`config.mk`:
```
export PLATFORM = sky130hd
export DESIGN_NAME = resolver_fault_monitor
export DESIGN_NICKNAME = d
export VERILOG_FILES = /design/src/rtl/rfm_pkg.sv /design/src/rtl/rfm_amp_monitor.sv /design/src/rtl/rfm_track_monitor.sv /design/src/rtl/rfm_fault_encode.sv /design/src/rtl/resolver_fault_monitor.sv
export SDC_FILE = /design/constraint.sdc
export NUM_CORES = 1
export LEC_CHECK = 0
export ABC_CLOCK_PERIOD_IN_PS = 5000
export BUFFER_PORTS_ARGS = -buffer_cell sky130_fd_sc_hd__buf_2
export CORE_UTILIZATION = 55
export DETAILED_ROUTE_END_ITERATION = 8
export PLACE_DENSITY = 0.76
export SLEW_MARGIN = 20
export SYNTH_ARGS = -nofsm -noshare
export SYNTH_HDL_FRONTEND = slang
export SYNTH_SLANG_ARGS = --single-unit
```
`constraint.sdc`:
```
create_clock -name clk -period 5 [get_ports clk]
set_input_delay 0 -clock clk [delete_from_list [all_inputs] [get_ports clk]]
set_output_delay 0 -clock clk [all_outputs]
set_load 0.01 [all_outputs]
```
`src/rtl/rfm_pkg.sv`:
```
package rfm_pkg;
  typedef enum logic [1:0] {
    FLT_LOS  = 2'b00,
    FLT_DOS  = 2'b01,
    FLT_LOT  = 2'b10,
    FLT_NONE = 2'b11
  } fault_code_t;
endpackage

```
`src/rtl/rfm_amp_monitor.sv`:
```
module rfm_amp_monitor #(
  parameter int MAG_W  = 12,
  parameter int LOS_TH = 1000,
  parameter int OVR_TH = 3500,
  parameter int MM_TH  = 400
) (
  input  logic             clk,
  input  logic             rst_n,
  input  logic             clear,
  input  logic             take,
  input  logic [MAG_W-1:0] mag,
  output logic             los_o,
  output logic             dos_o
);
  localparam logic [MAG_W-1:0] LOS_V = MAG_W'(LOS_TH);
  localparam logic [MAG_W-1:0] OVR_V = MAG_W'(OVR_TH);
  localparam logic [MAG_W-1:0] MM_V  = MAG_W'(MM_TH);

  logic [MAG_W-1:0] min_q, max_q, nxt_min, nxt_max, spread;
  logic             los_q, mm_q, ovr_q;

  // Running extremes including the sample being taken.
  always_comb begin
    nxt_min = (mag < min_q) ? mag : min_q;
    nxt_max = (mag > max_q) ? mag : max_q;
    spread  = (nxt_max >= nxt_min) ? (nxt_max - nxt_min) : '0;
  end

  always_ff @(posedge clk or negedge rst_n) begin
    if (!rst_n) begin
      min_q <= '1;
      max_q <= '0;
      los_q <= 1'b1;
      mm_q  <= 1'b0;
      ovr_q <= 1'b0;
    end else if (clear) begin
      min_q <= '1;
      max_q <= '0;
      los_q <= 1'b0;
      mm_q  <= 1'b0;
      ovr_q <= 1'b0;
    end else if (take) begin
      min_q <= nxt_min;
      max_q <= nxt_max;
      los_q <= los_q | (mag < LOS_V);
      mm_q  <= mm_q | (spread > MM_V);
      ovr_q <= (mag > OVR_V);
    end
  end

  assign los_o = los_q;
  assign dos_o = mm_q | ovr_q;
endmodule

```
`src/rtl/rfm_track_monitor.sv`:
```
module rfm_track_monitor #(
  parameter int ANG_W    = 12,
  parameter int VEL_W    = 12,
  parameter int TRIP_LSB = 57,
  parameter int REL_LSB  = 11,
  parameter int VEL_MAX  = 1000
) (
  input  logic                    clk,
  input  logic                    rst_n,
  input  logic signed [ANG_W-1:0] err_angle,
  input  logic signed [ANG_W-1:0] pos_delta,
  input  logic signed [VEL_W-1:0] velocity,
  output logic                    lot_o
);
  localparam int NANG = 2;
  localparam logic [ANG_W-1:0] TRIP_V = ANG_W'(TRIP_LSB);
  localparam logic [ANG_W-1:0] REL_V  = ANG_W'(REL_LSB);
  localparam logic [VEL_W-1:0] VMAX_V = VEL_W'(VEL_MAX);

  logic signed [ANG_W-1:0] ang   [NANG];
  logic        [ANG_W-1:0] ang_m [NANG];
  logic [NANG-1:0] a_trip, a_calm;
  logic [VEL_W-1:0] vel_m;
  logic v_over, trip, calm, lot_q;

  assign ang[0] = err_angle;
  assign ang[1] = pos_delta;

  for (genvar i = 0; i < NANG; i++) begin : g_ang
    assign ang_m[i]  = ang[i][ANG_W-1] ? $unsigned(-ang[i]) : $unsigned(ang[i]);
    assign a_trip[i] = ang_m[i] > TRIP_V;
    assign a_calm[i] = ang_m[i] < REL_V;
  end

  assign vel_m  = velocity[VEL_W-1] ? $unsigned(-velocity) : $unsigned(velocity);
  assign v_over = vel_m > VMAX_V;
  assign trip   = (|a_trip) | v_over;
  assign calm   = (&a_calm) & ~v_over;

  always_ff @(posedge clk or negedge rst_n) begin
    if (!rst_n)         lot_q <= 1'b0;
    else if (trip)      lot_q <= 1'b1;
    else if (calm)      lot_q <= 1'b0;
  end

  assign lot_o = lot_q;
endmodule

```
`src/rtl/rfm_fault_encode.sv`:
```
module rfm_fault_encode
  import rfm_pkg::*;
(
  input  logic los,
  input  logic dos,
  input  logic lot,
  output logic dos_n,
  output logic lot_n
);
  fault_code_t code;

  always_comb begin
    if (los)      code = FLT_LOS;
    else if (dos) code = FLT_DOS;
    else if (lot) code = FLT_LOT;
    else          code = FLT_NONE;
  end

  assign dos_n = code[1];
  assign lot_n = code[0];
endmodule

```
`src/rtl/resolver_fault_monitor.sv`:
```
module resolver_fault_monitor #(
  parameter int MAG_W    = 12,
  parameter int ANG_W    = 12,
  parameter int VEL_W    = 12,
  parameter int LOS_TH   = 1000,
  parameter int OVR_TH   = 3500,
  parameter int MM_TH    = 400,
  parameter int TRIP_LSB = 57,
  parameter int REL_LSB  = 11,
  parameter int VEL_MAX  = 1000
) (
  input  logic                    clk,
  input  logic                    rst_n,
  input  logic                    sample_strobe,
  input  logic                    mon_valid,
  output logic                    mon_ready,
  input  logic [MAG_W-1:0]        mon_mag,
  input  logic signed [ANG_W-1:0] err_angle,
  input  logic signed [ANG_W-1:0] pos_delta,
  input  logic signed [VEL_W-1:0] velocity,
  output logic                    dos_n,
  output logic                    lot_n
);
  logic strobe_q, clear, take, los, dos, lot;

  // Held high through reset does not count as an edge.
  always_ff @(posedge clk or negedge rst_n) begin
    if (!rst_n) strobe_q <= 1'b1;
    else        strobe_q <= sample_strobe;
  end

  assign clear     = sample_strobe & ~strobe_q;
  assign mon_ready = ~clear;
  assign take      = mon_valid & mon_ready;

  rfm_amp_monitor #(
    .MAG_W(MAG_W), .LOS_TH(LOS_TH), .OVR_TH(OVR_TH), .MM_TH(MM_TH)
  ) i_amp (
    .clk(clk), .rst_n(rst_n), .clear(clear), .take(take), .mag(mon_mag),
    .los_o(los), .dos_o(dos)
  );

  rfm_track_monitor #(
    .ANG_W(ANG_W), .VEL_W(VEL_W), .TRIP_LSB(TRIP_LSB),
    .REL_LSB(REL_LSB), .VEL_MAX(VEL_MAX)
  ) i_track (
    .clk(clk), .rst_n(rst_n), .err_angle(err_angle), .pos_delta(pos_delta),
    .velocity(velocity), .lot_o(lot)
  );

  rfm_fault_encode i_enc (
    .los(los), .dos(dos), .lot(lot), .dos_n(dos_n), .lot_n(lot_n)
  );
endmodule

```
==> results of run 1 <==
[power by group]
part	switching [mW]	leakage [nW]	internal (mW)	total, mW
logic	0.598	1.36	0.410	1.01
registers	0.0332	0.340	0.310	0.343
clock network	0.0944	0.0585	0.162	0.257
[worst max path at each step]
stage | start | to | cells after the start
after CTS | i_amp.max_q[5] | i_amp.mm_q | 19
after global routing | i_amp.max_q[5] | i_amp.mm_q | 19
after global placement | i_amp.max_q[5] | i_amp.mm_q | 19
after floorplan | i_amp.min_q[8] | i_amp.mm_q | 20
final | i_amp.max_q[5] | i_amp.mm_q | 19
after detailed placement | i_amp.max_q[5] | i_amp.mm_q | 19
[area by class of cell]
cell class	instances	area [um2]
clock buffer	7	86.3
clock inverter	1	30.0
fill	519	2080
inverter	48	180
multi-input combinational	344	2380
sequential	29	743
tap	75	93.8
timing repair buffer	61	330
[repair_timing]
| item | CTS | global route |
|---|---|---|
| hold buffers | 3 | 0 |
| gates resized for setup | 0 | 0 |
| endpoints found under the hold margin | 17 | 0 |
[synthesized netlist by cell type (4+ instances only)]
library cell and number:
a211oi_1 4, a21o_1 5, a21oi_1 30, a31oi_1 7, clkbuf_1 8, dfrtp_1 15
dfstp_2 14, ha_1 37, inv_1 47, nand2_1 38, nand2b_1 4, nand3_1 17
nand4_1 6, nor2_1 32, nor2b_1 6, nor3_1 6, nor4_1 6, o211ai_1 15
o21ai_0 37, o21ai_1 9, o31ai_1 9, o31ai_2 8, xnor2_1 10, xor2_1 6
[cell families (layout without fill, tap and decap cells)]
logic type | Yosys count | after routing | synth area share
AOI/OAI and AO/OA | 147 | 147 | 0.292
and+or+nand+nor | 137 | 137 | 0.207
buffers and inverters | 64 | 117 | 0.0797
adders and majority gates | 39 | 39 | 0.145
DFF | 29 | 29 | 0.219
xor gates and xnor gates | 16 | 16 | 0.0413
muxes | 5 | 5 | 0.0155
[worst max-delay path, stage by stage, from the launching register on]
cell and delay (ns):
dfrtp_1 0.37, inv_1 0.10, ha_1 0.25, a21o_1 0.15
a21o_1 0.16, a21o_1 0.17, a2111oi_2 0.45, nor2_1 0.08
buf_4 0.22, mux2i_1 0.18, ha_1 0.20, inv_1 0.07
fa_1 0.45, a211oi_1 0.45, o21ai_0 0.22, o2111ai_1 0.22
nand3_1 0.12, xnor2_1 0.18, o211a_1 0.16, a21oi_1 0.05
[state kept, by name, summed over array words and instances, names as in the netlist]
register	count
i_amp.max_q	12
i_track.lot_o	1
i_amp.los_o	1
strobe_q	1
i_amp.ovr_q	1
i_amp.min_q	12
i_amp.mm_q	1
[routing by layer]
metal / vias up / GRT usage / share of wire
li1: 1706 / - / -
met1: 1623 / 0.367 / 0.43
met2: 134 / 0.500 / 0.48
met3: 25 / 0.0386 / 0.055
met4: 0 / 0.138 / 0.034
met5: - / 0 / 0
[per-stage QoR]
stage / total power [mW] / cell area [um2] / worst slack [ns] / hold slack (ns) / std cells
after floorplan: 1.10 / 3390 / 1.05 / -0.296 / 437
after global placement: 1.30 / 3700 / 0.950 / 0.0726 / 554
after detailed placement: 1.33 / 3700 / 0.761 / 0.0760 / 554
after CTS: 1.60 / 3840 / 0.671 / 0.00793 / 565
after global routing: 1.75 / 3840 / 0.391 / 0.0393 / 565
final: 1.61 / 3840 / 0.630 / 0.0124 / 565
==> impl_metrics.json, run 1 <==
{
  "outcome": "finished clean",
  "power_density_nw_per_um2": 419,
  "critPathLaunchType": "flop",
  "vias": 3488,
  "finalCritPeriodShare": 0.874,
  "relSlewSlack": 0.418,
  "synth_top_area_frac": 0.136,
  "syn2layout_area_growth_pct": 13.3,
  "hold_start": "mon_mag[0]",
  "synth_ff_type": "dfrtp_1",
  "slew_viol_final": 0,
  "core_area_um2": 5920,
  "peakVddDrop_mv": 0.200,
  "synth.distinct_cells": 61,
  "port_buffers": 54,
  "yosysWarnings": 0,
  "crit_type": "flop to flop",
  "post-route-util": 0.649,
  "vias_per_cell": 6.17,
  "hold-path-endpoint": "i_amp.max_q[0]",
  "grt_pass1_wl_um": 14800,
  "antenna_left": 0,
  "root_buffer": "clkbuf_8",
  "antenna_found_initial": 0,
  "synthArstFlopShare": 1.00,
  "r2r_setup_slack_ns": 0.63,
  "clk_latency_ns": 0.28,
  "postCtsSetupBuffers": 0,
  "dieArea_um2": 6490,
  "ys_seq_area_frac": 0.219,
  "clock_path_buffers": 2,
  "worstPathRequired_ns": 5.17,
  "rows": 28,
  "timing.fmax_mhz": 229,
  "crit_path_end_kind": "flop",
  "leakagePower_nw": 1.76,
  "synth_area_um2": 3390,
  "most-common-layout-cells": "buf_2, inv_1, nand2_1",
  "initial_core_util": 0.573,
  "hpwl_um": 6790,
  "nNetsFinal": 579,
  "rr_endpoint": "i_amp.mm_q",
  "grt_pass1_vias": 3170,
  "netlist_top_cells_area": "ha_1, dfrtp_1, dfstp_2",
  "cp_max_fo": 23,
  "rsz0062_at_grt": "false",
  "cts_sinks": 29,
  "diodes": 0,
  "hold_path.class": "input pin to flop",
  "grt_max_degree": 30,
  "fin_crit_ns": 4.37,
  "clk_pin_slew_worst_paths_ns": 0.07,
  "fp.dieW_um": 80.5,
  "min_path_cells": 3,
  "layout_commonest_cell": "buf_2",
  "grt_remaining_overflow": 0,
  "ys_ff_latch": 29,
  "finalHoldViolCount": 0,
  "ios": 55,
  "arrival_ns": 4.54,
  "firstDrtPassIters": 4,
  "synth_edf_count": 0,
  "routed_wl_um": 8950,
  "gp_congestion": 0.901,
  "drc": 0,
  "clock-skew-final_ns": 0.00634,
  "setup-tns-final_ns": 0,
  "yosys.area.top_type": "ha_1",
  "syn-num-nets": 527,
  "synthCells": 437,
  "synth.avg_cell_area_um2": 7.76,
  "wl_per_cell_um": 15.8,
  "layout-drive-gt1-share": 0.210,
  "worstMarginPinSlew_ns": 0.868,
  "cts_buffers": 5,
  "r2r-start": "i_amp.max_q[5]",
  "setup_viol": 0,
  "cts_max_level": 2,
  "grt_use_total": 0.295,
  "cts_tree": "done",
  "chipHeight_um": 80.5,
  "drv_cap": 0,
  "reg2regPathDepth": 19,
  "drt-initial-drc-count": 201
}
Note: power is estimated with default switching activity, not from simulation.
==> run 2, diff against run 1 <==
--- a/config.mk
+++ b/config.mk
@@ -9,6 +9,7 @@
 export BUFFER_PORTS_ARGS = -buffer_cell sky130_fd_sc_hd__buf_2
 export CORE_UTILIZATION = 55
 export DETAILED_ROUTE_END_ITERATION = 8
+export GPL_TIMING_DRIVEN = 0
 export PLACE_DENSITY = 0.76
 export SLEW_MARGIN = 20
 export SYNTH_ARGS = -nofsm -noshare
==> impl_metrics.json, run 2 (same netlist as run 1, synthesis figures left out) <==
{
  "outcome": "finished clean",
  "r2r_setup_slack_ns": 0.45,
  "nFillCells": 525,
  "rows": 28,
  "ctsResizeCount": 0,
  "crit_type": "flop to flop",
  "clock-skew-final_ns": 0.0122,
  "postCtsHoldBufs": 3,
  "multi_input_area_um2": 2380,
  "timing.fmax_mhz": 220,
  "seqCellArea_um2": 743,
  "wl_per_cell_um": 16.1,
  "antenna_found_initial": 0,
  "postCtsSetupBuffers": 0,
  "layout_commonest_cell": "buf_2",
  "drt-initial-drc-count": 214,
  "finalCritPeriodShare": 0.910,
  "worstPathRequired_ns": 5.17,
  "setup_viol": 0,
  "relSlewSlack": 0.514,
  "diodes": 0,
  "vias": 3623,
  "grt_max_degree": 30,
  "worstMarginPinSlew_ns": 0.729,
  "place_ws_ns": 0.518,
  "port_buffers": 54,
  "ios": 55,
  "setup-tns-final_ns": 0,
  "hpwl_um": 7330,
  "root_buffer": "clkbuf_8",
  "cts_max_level": 2,
  "cts_buffers": 5,
  "fp.dieW_um": 80.5,
  "setup_slack_ns": 0.449,
  "reg_top3": "i_amp.max_q x12, i_amp.min_q x12",
  "clock_path_buffers": 2,
  "initial_core_util": 0.573,
  "clk_latency_ns": 0.29,
  "crit_chain": "inv_1 > ha_1 > nand4_1 > nor2_1 > a2111oi_2 > o21ai_1 > o22a_1 > buf_2 > clkbuf_1 > o21ai_0 > ha_1 > inv_1 > fa_1 > a211oi_1 > o21ai_0 > o2111ai_1 > nand3_1 > xnor2_1 > o211a_1 > a21oi_1",
  "leakagePower_nw": 1.77,
  "nNetsFinal": 591,
  "antenna_left": 0,
  "layout-drive-gt1-share": 0.209,
  "power_density_nw_per_um2": 408,
  "crit_slowest_cell": "dfstp_2",
  "peakVddDrop_mv": 0.190,
  "routed_wl_um": 9280,
  "vias_per_cell": 6.28,
  "cp_max_fo": 10,
  "cts_tree": "done",
  "drc": 0,
  "grt_pass1_wl_um": 15500,
  "finalHoldViolCount": 0,
  "slew_viol_final": 0,
  "firstDrtPassIters": 6,
  "arrival_ns": 4.72,
  "chipHeight_um": 80.5,
  "rsz0062_at_grt": "false",
  "grt_remaining_overflow": 0,
  "dieArea_um2": 6490,
  "core_area_um2": 5920,
  "syn2layout_area_growth_pct": 14.3,
  "hold_path.class": "input pin to flop",
  "fin_crit_ns": 4.55,
  "cp_slowest_stage_delay_ns": 0.54,
  "critPathLaunchType": "flop",
  "most-common-layout-cells": "buf_2, inv_1, nand2_1",
  "grt_use_total": 0.310,
  "grt_pass1_vias": 3326,
  "crit_path_end_kind": "flop",
  "drv_cap": 0,
  "cts_sinks": 29,
  "gp_congestion": 0.928,
  "clk_pin_slew_worst_paths_ns": 0.07
}
-- run 2: cell count changes in the layout (fill, tap and decap cells not counted) --
cell and delta:
buf_1 +1, bufinv_16 -1, clkbuf_1 +9, buf_4 -3, buf_2 +3, buf_6 +3
-- run 2: routing by layer --
layer / share of wire / vias up / track usage
li1: - / 1733 / -
met1: 0.43 / 1693 / 0.378
met2: 0.48 / 166 / 0.531
met3: 0.052 / 31 / 0.0545
met4: 0.032 / 0 / 0.134
met5: 0 / - / 0
-- run 2: area by class of cell --
cell class                 count  area share
sequential                    29       0.192
multi-input combinational    344       0.614
clock buffer                   8      0.0232
tap                           75      0.0242
timing repair buffer          57      0.0775
buffer                        16      0.0232
inverter                      48      0.0465
-- run 2: critical path, delay by kind of cell (launching register included) --
family | cells | cell delay, ns
simple gates | 3 | 0.30
xor+xnor | 1 | 0.16
fa+ha+maj | 3 | 0.97
buf+inv | 4 | 0.51
compound gates | 9 | 1.94
flops | 1 | 0.54
-- run 2: path summary, 6_finish.rpt --
path | startpoint | end | cells past startpoint
worst max-delay path | i_amp.min_q[9] | i_amp.mm_q | 20
worst min-delay path | mon_mag[0] | i_amp.max_q[0] | 3
worst max register to register | i_amp.min_q[9] | i_amp.mm_q | 20
worst min register to register | i_track.lot_o | i_track.lot_o | 2
max in group asynchronous | rst_n | i_track.lot_o | 2
min in group asynchronous | rst_n | i_amp.max_q[7] | 2
-- run 2: report_power, final --
part | leakage, nW | internal, mW | switching [mW]
registers | 0.340 | 0.310 | 0.0361
logic | 1.39 | 0.424 | 0.606
clock network | 0.0455 | 0.112 | 0.0945
total | 1.77 | 0.846 | 0.737
-- run 2: per-stage QoR --
step | hold slack [ns] | util | instance area [um2] | instances | power (mW)
after detailed placement | 0.0674 | 0.634 | 3760 | 566 | 1.36
after CTS | 0.000898 | 0.655 | 3880 | 577 | 1.57
final | 0.0112 | 0.655 | 3880 | 577 | 1.58
after floorplan | -0.296 | - | 3390 | 437 | 1.10
after global routing | 0.0169 | 0.655 | 3880 | 577 | 1.72
after global placement | 0.0592 | 0.634 | 3760 | 566 | 1.32
